<file path="src/rtl/parsort_pkg.sv">
package parsort_pkg;

    localparam int PARSORT_DEF_N = 48;
    localparam int PARSORT_DEF_W = 8;

    typedef enum logic [1:0] {
        ST_LOAD   = 2'd0,
        ST_SORT   = 2'd1,
        ST_UNLOAD = 2'd2
    } parsort_state_e;

    // Per-cycle command from the controller to the register bank.
    typedef struct packed {
        logic shift_in;   // load a word at the top of the chain
        logic shift_out;  // unload: move every slot down by one
        logic exch;       // run one compare-exchange phase
        logic odd;        // phase pairs start at slot 1 when set
    } parsort_cmd_t;

endpackage

</file>
<file path="src/rtl/parsort_cx.sv">
module parsort_cx #(
    parameter int W = 8
) (
    input  logic [W-1:0] a_i,
    input  logic [W-1:0] b_i,
    output logic [W-1:0] lo_o,
    output logic [W-1:0] hi_o
);
    // Strictly greater only: equal words stay where they are.
    logic swap;
    assign swap = (a_i > b_i);
    assign lo_o = swap ? b_i : a_i;
    assign hi_o = swap ? a_i : b_i;
endmodule

</file>
<file path="src/rtl/parsort_ctrl.sv">
module parsort_ctrl
    import parsort_pkg::*;
#(
    parameter int N = PARSORT_DEF_N
) (
    input  logic         clk,
    input  logic         rst,
    input  logic         load_i,
    input  logic         start_i,
    output parsort_cmd_t cmd_o,
    output logic         done_o,
    output logic         valid_o
);
    localparam int CW = $clog2(N + 2);
    localparam int PW = $clog2(N);
    localparam logic [CW-1:0] CNT_FULL = CW'(N);
    localparam logic [CW-1:0] CNT_OVER = CW'(N + 1);
    localparam logic [PW-1:0] LAST_IX  = PW'(N - 1);

    parsort_state_e state_q;
    logic [CW-1:0]  cnt_q;
    logic [PW-1:0]  phase_q;
    logic [PW-1:0]  ucnt_q;
    logic           start_ok;

    assign start_ok = (state_q == ST_LOAD) && start_i && (cnt_q == CNT_FULL);

    always_comb begin
        cmd_o.shift_in  = (state_q == ST_LOAD) && load_i && !start_ok;
        cmd_o.shift_out = (state_q == ST_UNLOAD);
        cmd_o.exch      = (state_q == ST_SORT);
        cmd_o.odd       = phase_q[0];
    end

    assign valid_o = (state_q == ST_UNLOAD);
    assign done_o  = (state_q == ST_UNLOAD) && (ucnt_q == '0);

    always_ff @(posedge clk) begin
        if (rst) begin
            state_q <= ST_LOAD;
            cnt_q   <= '0;
            phase_q <= '0;
            ucnt_q  <= '0;
        end else begin
            case (state_q)
                ST_LOAD: begin
                    if (start_ok) begin
                        state_q <= ST_SORT;
                        phase_q <= '0;
                        cnt_q   <= '0;
                    end else if (load_i && cnt_q != CNT_OVER) begin
                        cnt_q <= cnt_q + 1'b1;
                    end
                end
                ST_SORT: begin
                    phase_q <= phase_q + 1'b1;
                    if (phase_q == LAST_IX) begin
                        state_q <= ST_UNLOAD;
                        ucnt_q  <= '0;
                    end
                end
                ST_UNLOAD: begin
                    ucnt_q <= ucnt_q + 1'b1;
                    if (ucnt_q == LAST_IX) begin
                        state_q <= ST_LOAD;
                        cnt_q   <= '0;
                    end
                end
                default: state_q <= ST_LOAD;
            endcase
        end
    end

    AST_START_GATED: assert property (@(posedge clk) disable iff (rst)
        (state_q == ST_LOAD && start_i && cnt_q != CNT_FULL) |=> (state_q == ST_LOAD));

    AST_DONE_AFTER_SORT: assert property (@(posedge clk) disable iff (rst)
        done_o |-> ($past(state_q) == ST_SORT));

    AST_DONE_SINGLE: assert property (@(posedge clk) disable iff (rst)
        done_o |=> !done_o);

endmodule

</file>
<file path="src/rtl/parsort_top.sv">
module parsort_top
    import parsort_pkg::*;
#(
    parameter int N = PARSORT_DEF_N,
    parameter int W = PARSORT_DEF_W
) (
    input  logic         clk,
    input  logic         rst,
    input  logic         load_i,
    input  logic [W-1:0] din_i,
    input  logic         start_i,
    output logic         done_o,
    output logic [W-1:0] dout_o,
    output logic         dout_valid_o
);
    parsort_cmd_t cmd;
    logic [W-1:0] slot_q   [N];
    logic [W-1:0] nxt_even [N];
    logic [W-1:0] nxt_odd  [N];
    logic [W-1:0] lo_w     [N-1];
    logic [W-1:0] hi_w     [N-1];
    logic [W-1:0] fill;

    parsort_ctrl #(.N(N)) u_ctrl (
        .clk     (clk),
        .rst     (rst),
        .load_i  (load_i),
        .start_i (start_i),
        .cmd_o   (cmd),
        .done_o  (done_o),
        .valid_o (dout_valid_o)
    );

    // One comparator per adjacent pair; a phase uses every other one.
    for (genvar i = 0; i < N - 1; i++) begin : g_cx
        parsort_cx #(.W(W)) u_cx (
            .a_i  (slot_q[i]),
            .b_i  (slot_q[i+1]),
            .lo_o (lo_w[i]),
            .hi_o (hi_w[i])
        );
    end

    // Per-slot next value for each phase parity.
    for (genvar k = 0; k < N; k++) begin : g_slot
        if (k % 2 == 0) begin : g_ev
            if (k + 1 < N) begin : g_e
                assign nxt_even[k] = lo_w[k];
            end else begin : g_e
                assign nxt_even[k] = slot_q[k];
            end
            if (k >= 1) begin : g_o
                assign nxt_odd[k] = hi_w[k-1];
            end else begin : g_o
                assign nxt_odd[k] = slot_q[k];
            end
        end else begin : g_od
            assign nxt_even[k] = hi_w[k-1];
            if (k + 1 < N) begin : g_o
                assign nxt_odd[k] = lo_w[k];
            end else begin : g_o
                assign nxt_odd[k] = slot_q[k];
            end
        end
    end

    assign fill = cmd.shift_in ? din_i : '0;

    always_ff @(posedge clk) begin
        if (rst) begin
            for (int k = 0; k < N; k++) slot_q[k] <= '0;
        end else if (cmd.shift_in || cmd.shift_out) begin
            for (int k = 0; k < N - 1; k++) slot_q[k] <= slot_q[k+1];
            slot_q[N-1] <= fill;
        end else if (cmd.exch) begin
            for (int k = 0; k < N; k++)
                slot_q[k] <= cmd.odd ? nxt_odd[k] : nxt_even[k];
        end
    end

    assign dout_o = slot_q[0];

    AST_ORDERED_OUT: assert property (@(posedge clk) disable iff (rst)
        (dout_valid_o && $past(dout_valid_o)) |-> (dout_o >= $past(dout_o)));

    AST_DONE_WITH_VALID: assert property (@(posedge clk) disable iff (rst)
        done_o |-> dout_valid_o);

endmodule

</file>
<file path="config.mk">
export PLATFORM = sky130hd
export DESIGN_NAME = parsort_top
export DESIGN_NICKNAME = d
export VERILOG_FILES = /design/src/rtl/parsort_pkg.sv /design/src/rtl/parsort_cx.sv /design/src/rtl/parsort_ctrl.sv /design/src/rtl/parsort_top.sv
export SDC_FILE = /design/constraint.sdc
export NUM_CORES = 1
export LEC_CHECK = 0
export CELL_PAD_IN_SITES_DETAIL_PLACEMENT = 1
export CELL_PAD_IN_SITES_GLOBAL_PLACEMENT = 2
export CORE_UTILIZATION = 29
export CTS_BUF_LIST = sky130_fd_sc_hd__clkbuf_16
export CTS_CLUSTER_DIAMETER = 60
export DETAILED_ROUTE_END_ITERATION = 12
export GPL_TIMING_DRIVEN = 0
export PLACE_DENSITY = 0.57
export SKIP_LAST_GASP = 1
export SLEW_MARGIN = 20
export SYNTH_ARGS = -nofsm -noshare
export SYNTH_HDL_FRONTEND = slang
export SYNTH_SLANG_ARGS = --single-unit
</file>
<file path="constraint.sdc">
create_clock -name clk -period 5.1 [get_ports clk]
set_clock_uncertainty 0.2 [all_clocks]
set_input_delay 1.02 -clock clk [delete_from_list [all_inputs] [get_ports clk]]
set_output_delay 1.02 -clock clk [all_outputs]
set_load 0.005 [all_outputs]
</file>
==> flow_summary.toml <==
[clock_network]
postCtsSetupBuffers = 0
insertion_delay_ns = 0.63
cts_sinks = 404
cts_tree = "built"
clkSlewWorstSetupHoldPaths_ns = 0.05
cts.htree.levels = 3
ctsResizeCount = 0
numCtsBuffers = 72
cts_buffer_depth = 3
hold_buffers = 0
cts_root_buffer = "clkbuf_16"

[timing]
drv_slew = 0
rsz0062_at_grt = "no"
fmax_mhz = 225
hold_viol = 0
period_minus_slack_ns = 4.44
setup_violations = 0
tightest_slew_ns = 1.07
finalSetupTns_ns = 0
slew_headroom_pct = 28.4
fin_crit_sh_pct = 87.0

[synth]
syn-num-nets = 3547
synthFlopType = "edfxtp_1"
ys_seq_area_share_pct = 43.1
synth.avg_cell_area_sq_um = 8.78
async_reset_ff_share_pct = 0
synth_top_area_cell = "edfxtp_1"
postSynthCellCount = 3153
synthesis.area_sq_um = 27700
yosysWarnings = 0
synth_cell_type_count = 56
synth_top_cell_area_share_pct = 41.6
ys_ff_latch = 404
synth_edf_count = 384
synth.area.top_cells = "edfxtp_1 42%, ha_1 17%, nand2_1 10%"

[route]
ant_nets = 0
detail_route.first_pass.iterations = 5
viasPerCell = 5.08
drt_iter0_markers = 1093
post_drt_wl_per_cell_um = 22.9
drc_errors = 0
postRouteWirelength_um = 105000
num_vias = 23200

[global_routing]
use_met3_pct = 3.16
first_global_vias = 25500
track_usage_pct = 21.6
grt_pass1_wl_um = 158000
grt_antenna_before_repair = 3
met2_usage_pct = 39.0
grt_max_degree = 12
overflow = 0
grt_busiest_layer = "met2"
use_met1_pct = 26.3

[placed_design]
placed_cells_incl_taps = 4435
place_area_sq_um = 29600
io_buffers = 21
gp_congestion = 0.816
dpl.hpwl_um = 82700

[layout]
syn_to_final_growth_pct = 16.0
drive_above_1_share_pct = 6.58
finish.instance_area_sq_um = 32100
finalNonFillerCells = 4567
fillCellCount = 11000
fin_nets = 3649

[setup_path]
criticalPathCategory = "in -> reg"
critPathCaptureType = "flop"
critPathMaxStageDelay_ns = 0.63
crit_path_frequent_cell = "buf_2"
path_cells = "clkdlybuf4s50_1, buf_2, nor3_1, buf_2, buf_2, clkbuf_1, a21boi_1"
critical_path_required_ns = 5.16
critPathMaxFanout = 10
crit_arrival_ns = 4.50
worstSetupStartpointType = "input port"
critPathTopFamily = "buffers and inverters"
crit_slowest_cell = "nor3_1"
critPathBufInv = 5

[power]
pwr-share-seq_pct = 39.6
clkPwrFrac_pct = 47.9
vdd_ir_drop_max_v = 0.000209
p_leak_nw = 12.7
powerDensity_nw_per_um2 = 331
swShare_pct = 27.9
share_comb_of_total_power_pct = 12.5
switching_power_mw = 2.96
internal-power_mw = 7.66

[floorplanning]
initial_core_util_pct = 29.5
num_io_pins = 22
core.rowCount = 112
dieArea_sq_um = 96700
die_h_um = 311
core-area_sq_um = 93900
die_x_um = 311

[outcome]
outcome = "completed"

[min_path]
hold_path_class = "reg -> reg"

[job]
maxCapViolCount = 0
-- metrics by stage --
stage          total power, mW  hold slack, ns  worst slack [ns]  util, %
6_report                  10.6           0.293             0.661     34.2
5_1_grt                   11.1           0.304             0.497     34.2
4_1_cts                   10.8           0.294             0.386     34.1
3_5_place_dp              5.62           0.290            -0.287     31.5
3_3_place_gp              5.51           0.280            -0.474     31.4
2_1_floorplan             5.05           0.240              1.83        -
-- cells in the mapped netlist (all sizes together) (6+ instances only) --
master  number
edfxtp     384
o22ai       14
nand2b       6
o21a         7
o221ai       9
inv        391
dfxtp       20
o32ai       10
nor2b       69
and3        16
a22oi       13
nand3b       7
clkbuf      76
a31oi        8
a21o        24
buf         63
nor2        72
nor3        37
o21ai       53
nand4       94
o211ai      32
nand3       18
a21oi      517
and2         6
ha         382
nand2      766
-- layout by cell type (no fill, tap or decap), drive strengths merged, types with 9 or more instances in the layout --
cell,instances
nand2,766
a21oi,517
inv,410
edfxtp,384
ha,382
clkbuf,151
nand4,94
nor2,72
buf,70
nor2b,69
o21ai,53
nor3,37
o211ai,32
a21o,24
clkdlybuf4s50,21
dfxtp,20
nand3,18
clkinv,18
and3,16
o22ai,14
a22oi,13
bufinv,11
o32ai,10
o221ai,9
-- layer usage --
layer,part of all wire (%),vias up
li1,-,11200
met1,44,11500
met2,50,307
met3,3.0,158
met4,3.1,0
met5,0,-
-- state kept, by name, summed over array words and instances (netlist names) --
name,count
u_ctrl.state_q,2
slot_q,384
u_ctrl.cnt_q,6
u_ctrl.ucnt_q,6
u_ctrl.phase_q,6
-- layout make-up --
type | count | area (sq um) | share of cell area, %
buffer | 139 | 606 | 1.88
tap | 1254 | 1570 | 4.88
multi-input combinational | 2219 | 13800 | 43.0
sequential | 404 | 11900 | 37.1
timing repair buffer | 28 | 277 | 0.861
clock buffer | 75 | 1880 | 5.84
antenna | 1 | 2.50 | 0.00779
clock inverter | 56 | 589 | 1.83
inverter | 391 | 1470 | 4.57
-- final timing paths --
kind                            depth (start not counted)  slack (ns)               from              end
worst max-delay path                                    7        0.66                rst    slot_q[2][82]
worst min-delay path                                    1        0.29    u_ctrl.cnt_q[5]  u_ctrl.cnt_q[5]
worst max register to register                          6        0.98  u_ctrl.phase_q[0]    slot_q[2][82]
worst min register to register                          1        0.29    u_ctrl.cnt_q[5]  u_ctrl.cnt_q[5]
-- kinds of logic (layout without fill, tap and decap cells) --
| kind of cell | count (synthesis) | in the layout | share of synthesized area (%) |
|---|---|---|---|
| AOI/OAI and AO/OA | 722 | 722 | 14.6 |
| adders and majority gates | 382 | 382 | 17.3 |
| buffers and inverters | 530 | 689 | 7.47 |
| DFF | 404 | 404 | 43.1 |
| muxes | 5 | 5 | 0.190 |
| other | 0 | 1 | 0 |
| and+or+nand+nor | 1110 | 1110 | 17.4 |
-- worst reg2reg max path: cells and delay by family, from the launching register on --
kind | cells | cell delay [ns]
compound gates | 1 | 0.46
simple gates | 1 | 0.73
flops | 1 | 0.35
buf+inv | 4 | 2.01
-- power by group through the flow --
stage	logic (mW)	clock network [mW]	registers, mW
finish	1.33	5.09	4.20
global placement	1.23	0	4.28
global route	1.54	5.33	4.24
CTS	1.35	5.22	4.22
floorplan	0.947	0	4.11
detailed placement	1.34	0	4.28
Note: power is estimated with default switching activity, not from simulation.
